===== src/rtl/trapcmp_pkg.sv =====
package trapcmp_pkg;

  localparam int CMP_W = 5;

  // Bit positions of the condition vector; the mask field decodes against these.
  typedef enum int {
    CMP_UGT = 0,
    CMP_ULT = 1,
    CMP_EQ  = 2,
    CMP_SGT = 3,
    CMP_SLT = 4
  } cmp_bit_e;

  typedef logic [CMP_W-1:0] cmp_vec_t;

endpackage


===== src/rtl/trapcmp_compare.sv =====
module trapcmp_compare
  import trapcmp_pkg::*;
#(
  parameter int XLEN = 64,
  parameter int HALF = 32
) (
  input  logic [XLEN-1:0] op_a,
  input  logic [XLEN-1:0] op_b,
  input  logic            word_mode,
  output cmp_vec_t        cond
);

  localparam int EXT = XLEN - HALF;

  function automatic logic [XLEN-1:0] sext_half(input logic [XLEN-1:0] v);
    return {{EXT{v[HALF-1]}}, v[HALF-1:0]};
  endfunction

  function automatic logic [XLEN-1:0] zext_half(input logic [XLEN-1:0] v);
    return {{EXT{1'b0}}, v[HALF-1:0]};
  endfunction

  function automatic logic s_less(input logic [XLEN-1:0] x, input logic [XLEN-1:0] y);
    return $signed(x) < $signed(y);
  endfunction

  logic [XLEN-1:0] sa, sb, ua, ub;

  always_comb begin
    if (word_mode) begin
      sa = sext_half(op_a);
      sb = sext_half(op_b);
      ua = zext_half(op_a);
      ub = zext_half(op_b);
    end else begin
      sa = op_a;
      sb = op_b;
      ua = op_a;
      ub = op_b;
    end
  end

  always_comb begin
    cond          = '0;
    cond[CMP_SLT] = s_less(sa, sb);
    cond[CMP_SGT] = s_less(sb, sa);
    cond[CMP_EQ]  = (ua == ub);
    cond[CMP_ULT] = (ua < ub);
    cond[CMP_UGT] = (ub < ua);
  end

endmodule


===== src/rtl/trapcmp_decide.sv =====
module trapcmp_decide
  import trapcmp_pkg::*;
#(
  parameter int IW       = 32,
  parameter int MASK_LSB = 21,
  parameter int KIND_W   = 5
) (
  input  logic [IW-1:0]     insn_word,
  input  cmp_vec_t          cond,
  input  logic [KIND_W-1:0] trap_kind,
  output cmp_vec_t          mask,
  output cmp_vec_t          sel,
  output logic              hit
);

  assign mask = insn_word[MASK_LSB +: CMP_W];
  assign sel  = cond & mask;
  assign hit  = (|sel) | (|trap_kind);

endmodule


===== src/rtl/trapcmp_outstage.sv =====
module trapcmp_outstage #(
  parameter int XLEN    = 64,
  parameter int VSHIFT  = 4,
  parameter bit REG_OUT = 1'b1
) (
  input  logic            clk,
  input  logic            rst_n,
  input  logic            hit,
  input  logic [XLEN-1:0] cur_addr,
  input  logic [XLEN-1:0] trap_vec,
  output logic [XLEN-1:0] next_addr,
  output logic [XLEN-1:0] save_addr,
  output logic [3:0]      flags
);

  function automatic logic [XLEN-1:0] redirect(input logic [XLEN-1:0] v);
    return {v[XLEN-VSHIFT-1:0], {VSHIFT{1'b0}}};
  endfunction

  logic [XLEN-1:0] na_c, sa_c;
  logic [3:0]      fl_c;

  always_comb begin
    na_c = hit ? redirect(trap_vec) : '0;
    sa_c = hit ? cur_addr : '0;
    fl_c = {4{hit}};
  end

  generate
    if (REG_OUT) begin : g_reg
      always_ff @(posedge clk or negedge rst_n) begin
        if (!rst_n) begin
          next_addr <= '0;
          save_addr <= '0;
          flags     <= '0;
        end else begin
          next_addr <= na_c;
          save_addr <= sa_c;
          flags     <= fl_c;
        end
      end
    end else begin : g_comb
      assign next_addr = na_c;
      assign save_addr = sa_c;
      assign flags     = fl_c;
    end
  endgenerate

endmodule


===== src/rtl/trap_cond_unit.sv =====
module trap_cond_unit
  import trapcmp_pkg::*;
#(
  parameter int XLEN     = 64,
  parameter int HALF     = 32,
  parameter int IW       = 32,
  parameter int MASK_LSB = 21,
  parameter int KIND_W   = 5,
  parameter int VSHIFT   = 4,
  parameter bit REG_OUT  = 1'b1
) (
  input  logic              clk,
  input  logic              rst_n,
  input  logic [XLEN-1:0]   op_a,
  input  logic [XLEN-1:0]   op_b,
  input  logic [IW-1:0]     insn_word,
  input  logic              word_mode,
  input  logic [KIND_W-1:0] trap_kind,
  input  logic [XLEN-1:0]   cur_addr,
  input  logic [XLEN-1:0]   trap_vec,
  output logic [XLEN-1:0]   next_addr,
  output logic              next_addr_vld,
  output logic [XLEN-1:0]   save_addr,
  output logic              save_addr_vld,
  output logic              state_wr_vld,
  output logic              save_state_vld
);

  cmp_vec_t   cond_w, mask_w, sel_w;
  logic       hit_w;
  logic [3:0] flags_w;

  trapcmp_compare #(.XLEN(XLEN), .HALF(HALF)) u_cmp (
    .op_a(op_a), .op_b(op_b), .word_mode(word_mode), .cond(cond_w)
  );

  trapcmp_decide #(.IW(IW), .MASK_LSB(MASK_LSB), .KIND_W(KIND_W)) u_dec (
    .insn_word(insn_word), .cond(cond_w), .trap_kind(trap_kind),
    .mask(mask_w), .sel(sel_w), .hit(hit_w)
  );

  trapcmp_outstage #(.XLEN(XLEN), .VSHIFT(VSHIFT), .REG_OUT(REG_OUT)) u_out (
    .clk(clk), .rst_n(rst_n), .hit(hit_w), .cur_addr(cur_addr),
    .trap_vec(trap_vec), .next_addr(next_addr), .save_addr(save_addr),
    .flags(flags_w)
  );

  assign next_addr_vld  = flags_w[0];
  assign save_addr_vld  = flags_w[1];
  assign state_wr_vld   = flags_w[2];
  assign save_state_vld = flags_w[3];

endmodule


===== config.mk =====
export PLATFORM = sky130hd
export DESIGN_NAME = trap_cond_unit
export DESIGN_NICKNAME = d
export VERILOG_FILES = /design/src/rtl/trapcmp_pkg.sv /design/src/rtl/trapcmp_compare.sv /design/src/rtl/trapcmp_decide.sv /design/src/rtl/trapcmp_outstage.sv /design/src/rtl/trap_cond_unit.sv
export SDC_FILE = /design/constraint.sdc
export NUM_CORES = 1
export LEC_CHECK = 0
export ABC_CLOCK_PERIOD_IN_PS = 1650
export BUFFER_PORTS_ARGS = -buffer_cell sky130_fd_sc_hd__buf_2
export CAP_MARGIN = 10
export CORE_AREA = 2 2 165 167
export CTS_BUF_LIST = sky130_fd_sc_hd__clkbuf_8 sky130_fd_sc_hd__clkbuf_16
export CTS_CLUSTER_DIAMETER = 60
export DETAILED_ROUTE_END_ITERATION = 12
export DIE_AREA = 0 0 167 169
export SKIP_LAST_GASP = 1
export SLEW_MARGIN = 30
export SYNTH_ARGS = -nofsm -noshare
export SYNTH_HDL_FRONTEND = slang
export SYNTH_SLANG_ARGS = --single-unit

===== constraint.sdc =====
create_clock -name clk -period 1.65 [get_ports clk]
set_input_delay 0.2475 -clock clk [delete_from_list [all_inputs] [get_ports clk]]
set_output_delay 0.2475 -clock clk [all_outputs]
set_load 0.03 [all_outputs]

==> results of run 1 <==
==> layout by cell type, fill, tap and decap left out, types with 19 or more instances in the layout <==
master / instances
a21oi_1: 40
buf_2: 390
a31oi_4: 19
nor2_1: 39
a31oi_1: 95
ha_1: 113
buf_12: 23
inv_1: 195
nand2_1: 66
clkbuf_16: 23
dfrtp_1: 125
buf_4: 148
==> state kept, by name, summed over array words and instances (netlist names) <==
name and count:
u_out.flags 1, u_out.next_addr 60, u_out.save_addr 64
==> cell families after synthesis <==
group / count (synthesis) / synth area share (%)
flip-flops: 125 / 37.8
buffers and inverters: 255 / 12.2
adder cells (fa/ha/maj): 128 / 19.3
AO/OA/AOI/OAI: 220 / 16.4
AND/OR/NAND/NOR: 228 / 13.9
multiplexers: 2 / 0.332
other: 1 / 0.0453
==> power breakdown <==
part / internal [mW] / switching [mW] / total (mW)
clock network: 2.87 / 1.49 / 4.36
logic: 1.66 / 1.97 / 3.62
registers: 3.24 / 0.0561 / 3.29
total: 7.77 / 3.51 / 11.3
==> what timing repair did <==
item | 4_1_cts | 5_1_grt
hold buffers | 1 | 0
pin swaps | 14 | 27
buffers inserted | 10 | 17
gates cloned | 8 | 9
gates resized for setup | 97 | 66
hold endpoints to repair | 47 | 0
setup endpoints to repair | 125 | 125
==> final cells by class <==
class	instances	share of cell area [%]
Sequential cell	125	21.9
Antenna cell	5	0.0877
Tap cell	341	2.99
Multi-Input combinational cell	584	35.7
Clock inverter	15	1.80
Clock buffer	17	2.98
Timing Repair Buffer	595	29.4
Inverter	194	5.10
==> how the worst max path moves through the flow <==
stage / from / to / depth (start not counted)
after floorplan: word_mode / u_out.next_addr[10] / 15
after global placement: word_mode / u_out.next_addr[49] / 17
after detailed placement: word_mode / u_out.next_addr[8] / 17
after CTS: word_mode / u_out.next_addr[19] / 18
after global routing: word_mode / u_out.next_addr[43] / 16
final: word_mode / u_out.save_addr[33] / 17
==> critical path, stage by stage <==
cell and delay [ns]:
buf_12 0.12, buf_4 0.17, nand2_8 0.10, buf_4 0.13
nand2_1 0.06, ha_1 0.34, nand4_1 0.14, nor4_2 0.35
buf_4 0.17, and4bb_1 0.23, o31a_1 0.21, nor2_2 0.08
mux2i_4 0.19, buf_6 0.14, clkbuf_16 0.17, buf_6 0.15
a31oi_1 0.20
==> routing by layer <==
| layer | vias up | routed length [um] |
|---|---|---|
| li1 | 4343 | - |
| met1 | 4163 | 11900 |
| met2 | 340 | 16400 |
| met3 | 49 | 1880 |
| met4 | 8 | 633 |
| met5 | - | 49 |
==> flow_summary_export.csv, run 1 <==
group,metric,value,unit
outcome,status,"finished, violations left",
outcome,violations,"negative setup slack",
grt,grt.total_usage,20.2,%
synthesis,synth.area.top_cells,"dfrtp_1 (38%), ha_1 (19%), a31oi_1 (9.4%)",
synthesis,syn_area_per_cell,8.64,um2
sta,setup_viol,125,
min_path,hp-start,"cur_addr[62]",
worst_setup_path,end_kind,"flop",
cts,cts_tree,"built",
grt,grtUsageMet1,22.5,%
die,die_w,167,um
finish,seq_area,3130,um2
cts,clock-sinks,125,
worst_setup_path,path_class,"in2reg",
sta,rsz0062_at_grt,"yes",
worst_setup_path,crit_path_start_kind,"input pin",
synthesis,synthFlopType,"dfrtp_1",
worst_setup_path,crit_fanout,7,
grt,use_met3,3.97,%
finish,fin_util,53.9,%
min_path,whs_path_depth,3,
sta,fin_ws,-1.23,ns
sta,drv_slew,0,
finish,fin_area,14300,um2
cts,clkTransAtPathRegs,0.06,ns
worst_setup_path,crit_arrival,3.20,ns
route,drc,0,
route,vias_per_cell,4.75,
die,start_util,31.3,%
synthesis,netlist_top_cells_count,"inv_1 (194), ha_1 (128), dfrtp_1 (125), a31oi_1 (124), nand2_1 (67)",
route,drt_wl_total,30800,um
die,dieArea,28200,um2
synthesis,synthCells,959,
cts,cts-root-buf,"clkbuf_16",
sta,fin_tns_setup,-147.90,ns
grt,top_usage_layer,"met2",
sta,hold_viol_final,0,
route,drt.antenna.violating_nets,0,
die,die_y,169,um
cts,clk_path_buf_depth,2,
sta,finalCritPeriodShare,175,%
synthesis,synth_edf_count,0,
synthesis,ys_seq_elements,125,
die,placementRows,60,
pwr,total_leakage_power,7.71,nW
synthesis,synth_top_area_share,37.8,%
min_path,min_path_type,"in2reg",
route,drt_iter0_drc,423,
route,vias,8903,
synthesis,ys_types,42,
placed_design,routabilityCongestion,0.873,
route,wl_per_cell,16.4,um
finish,fillers,2350,
die,io_pins,428,
sta,worst_hold_slack,0.0414,ns
grt,globalRouteOverflowTotal,0,
synthesis,synth.most_common_cell,"inv_1",
die,core_area,26500,um2
finish,finalNonFillerCells,1876,
placed_design,place_inst,1795,
pwr,finalPower,11.3,mW
route,drt_pass1_iterations,6,
grt,grt_pass1_wl,45500,um
grt,grt_antenna_before_repair,9,
finish,synthToLayoutAreaGrowth,72.3,%
placed_design,hpwl,22500,um
min_path,min_to,"u_out.save_addr[62]",
grt,first_global_vias,9042,
placed_design,pre_cts_slack,-1.83,ns
job,drv_cap,0,
synthesis,netlist_area,8280,um2
sta,max_freq,347,MHz
synthesis,seq_area_frac_synth,37.8,%
placed_design,post_dp_cell_area,11900,um2
pwr,peakVddDrop,0.000834,V
finish,multiInputGateArea,5090,um2
grt,met2_usage,38.4,%
sta,min_period,2.88,ns
cts,cts-htree-levels,4,
cts,cts_buffers,17,
finish,nets,1941,
worst_setup_path,crit_required,1.97,ns
synthesis,yosysWarningCount,0,
grt,grt_max_degree,50,
finish,final_layout_size_suffix_gt1_share,48.3,%
synthesis,ys_async_sr_fraction,100,%
synthesis,synth_area_leader_cell,"dfrtp_1",
pwr,power_density,790,nW/um2
placed_design,io_buffers,392,
No activity file was read; power rests on OpenSTA's default activity.
==> run 2: changes to the inputs <==
--- a/config.mk
+++ b/config.mk
@@ -9,7 +9,7 @@
 export BUFFER_PORTS_ARGS = -buffer_cell sky130_fd_sc_hd__buf_2
 export CAP_MARGIN = 10
 export CORE_AREA = 2 2 165 167
-export CTS_BUF_LIST = sky130_fd_sc_hd__clkbuf_8 sky130_fd_sc_hd__clkbuf_16
+export CTS_BUF_LIST = sky130_fd_sc_hd__clkbuf_2
 export CTS_CLUSTER_DIAMETER = 60
 export DETAILED_ROUTE_END_ITERATION = 12
 export DIE_AREA = 0 0 167 169
==> run 2 against run 1 <==
  * Largest power group is now combinational logic
  * Worst hold slack better by 0.11 ns
  * Maximum frequency is 7.9% higher
  * Largest cell class is now buffers
  * The run still ends with negative setup slack left
  * Worst setup slack better by 0.21 ns
  * First-iteration DRC count is 44% higher
  * Highest routed layer unchanged
  * Clock power shrank 39%
  * Core utilization increased by 5.7 points
  * Cell area up 11%
  * Critical endpoint is now u_out.save_addr[6]
  * Wire length increased by 16%
  * Via count increased by 11%
  * Sequential cell count unchanged
==> flow_summary_export.csv, run 2 (synthesized netlist as in run 1, its figures left out) <==
group,metric,value,unit
die,placementRows,60,
die,io_pins,428,
sta,setup_viol,125,
grt,grt_antenna_before_repair,8,
finish,fin_util,59.6,%
min_path,min_path_type,"in2reg",
route,vias,9885,
cts,clock-sinks,125,
finish,synthToLayoutAreaGrowth,90.5,%
finish,largest_registers,"u_out.save_addr: 64 flops, u_out.next_addr: 60 flops, u_out.flags: 1 flops",
worst_setup_path,cpMostUsedCell,"clkbuf_16",
finish,final_layout_size_suffix_gt1_share,47.6,%
die,start_util,31.3,%
die,core_area,26500,um2
finish,final_cell_mix,"buf_2 (385), inv_1 (194), buf_4 (146)",
sta,rsz0062_at_grt,"yes",
pwr,clkPwrFrac,26.3,%
finish,finalNonFillerCells,2008,
worst_setup_path,cp_slowest_cell,"nor4_2",
placed_design,routabilityCongestion,0.873,
worst_setup_path,crit_path_start_kind,"input pin",
grt,globalRouteOverflowTotal,0,
worst_setup_path,crit_required,2.21,ns
finish,final_common_cell,"buf_2",
cts,cts_buffers,17,
pwr,power_density,642,nW/um2
finish,regMostFlops,"u_out.save_addr",
grt,first_global_vias,9731,
finish,largest_reg_flops,64,
route,wl_per_cell,17.7,um
die,die_y,169,um
outcome,violations,"negative setup slack",
grt,grt_pass1_wl,48600,um
cts,clk_path_buf_depth,2,
worst_setup_path,worstPathCellList,"buf_12 -> buf_16 -> buf_8 -> nand2b_1 -> nand2_1 -> ha_1 -> nand4_1 -> nor4_2 -> buf_4 -> and4bb_1 -> o31a_1 -> nor2_2 -> mux2i_4 -> buf_6 -> clkbuf_16 -> clkbuf_16 -> a31oi_1",
worst_setup_path,path_delay_family,"buffers and inverters",
sta,finalCritPeriodShare,162,%
pwr,peakVddDrop,0.000714,V
pwr,power_switching,3.58,mW
pwr,switching_share,35.3,%
worst_setup_path,end_kind,"flop",
cts,clkTransAtPathRegs,0.20,ns
outcome,status,"finished, violations left",
pwr,internal_power,6.55,mW
worst_setup_path,slowest_delay,0.33,ns
cts,cts-htree-levels,4,
pwr,combPwrFrac,41.1,%
grt,grt_max_degree,46,
sta,min_period,2.67,ns
pwr,p_seq_share,32.5,%
job,drv_cap,0,
cts,cts_tree,"built",
grt,grt.total_usage,21.4,%
route,drt_wl_total,35600,um
finish,nets,2074,
sta,max_freq,374,MHz
die,die_w,167,um
worst_setup_path,crit_arrival,3.23,ns
route,vias_per_cell,4.92,
placed_design,hpwl,22500,um
route,drt_pass1_iterations,5,
sta,fin_ws,-1.02,ns
route,drc,0,
pwr,total_leakage_power,8.26,nW
route,drt_iter0_drc,611,
finish,fillers,2091,
sta,drv_slew,0,
worst_setup_path,path_class,"in2reg",
die,dieArea,28200,um2
worst_setup_path,crit_buf_inv,7,
route,drt.antenna.violating_nets,0,
cts,cts-root-buf,"clkbuf_2",
placed_design,place_inst,1795,
sta,hold_viol_final,0,
placed_design,io_buffers,392,
worst_setup_path,crit_fanout,8,
## run 2: area by class of cell
| class | instances | area, um2 | area share [%] |
|---|---|---|---|
| antenna | 4 | 10.0 | 0.0634 |
| clock buffer | 18 | 90.1 | 0.571 |
| clock inverter | 14 | 253 | 1.60 |
| inverter | 194 | 728 | 4.61 |
| multi-input combinational | 584 | 5500 | 34.8 |
| sequential | 125 | 3130 | 19.8 |
| tap | 341 | 427 | 2.70 |
| timing repair buffer | 728 | 5650 | 35.8 |
## run 2: tightest hold or removal path, cell delays in order
cell and delay [ns]:
buf_2 0.10, nand3b_1 0.12, buf_12 0.20, a31oi_1 0.10
## run 2: worst paths after layout
kind,startpoint,endpoint,slack [ns],cells past startpoint
min in group asynchronous,rst_n,u_out.save_addr[2],0.63,3
max in group asynchronous,rst_n,u_out.next_addr[53],0.06,4
worst min-delay path,insn_word[24],u_out.save_addr[21],0.15,4
worst max-delay path,word_mode,u_out.save_addr[6],-1.02,17
## run 2: metrics by stage
step / hold slack (ns) / TNS (ns) / power, mW / cell area, um2 / setup slack [ns]
final: 0.153 / -116.64 / 10.1 / 15800 / -1.02
after global routing: 0.107 / -121.53 / 10.6 / 15800 / -1.05
after CTS: 0.0773 / -107.13 / 9.56 / 14300 / -0.911
after detailed placement: 0.209 / -221.30 / 6.27 / 11900 / -1.83
after global placement: 0.211 / -213.52 / 6.23 / 11900 / -1.75
after floorplan: -0.0481 / -146.63 / 4.93 / 8570 / -1.20
## run 2: timing repair
action                                 CTS  global route
pin swaps                               11            56
buffers inserted                         6            19
hold buffers                           127             0
setup endpoints to repair              125           134
cloned                                   9            19
endpoints found under the hold margin  249             0
resized for setup                       80           158
## run 2: routing by layer
| layer | track usage (%) | routed length, um |
|---|---|---|
| met1 | 23.9 | 13100 |
| met2 | 40.0 | 18800 |
| met3 | 3.74 | 2250 |
| met4 | 8.70 | 1400 |
| met5 | 0 | 48 |
## run 2: power by group through the flow
stage / logic, mW / registers, mW / clock network [mW]
6_report: 4.16 / 3.30 / 2.67
5_1_grt: 4.46 / 3.31 / 2.82
3_3_place_gp: 2.88 / 3.35 / 0
3_5_place_dp: 2.92 / 3.35 / 0
2_1_floorplan: 1.23 / 3.70 / 0
4_1_cts: 3.57 / 3.29 / 2.70
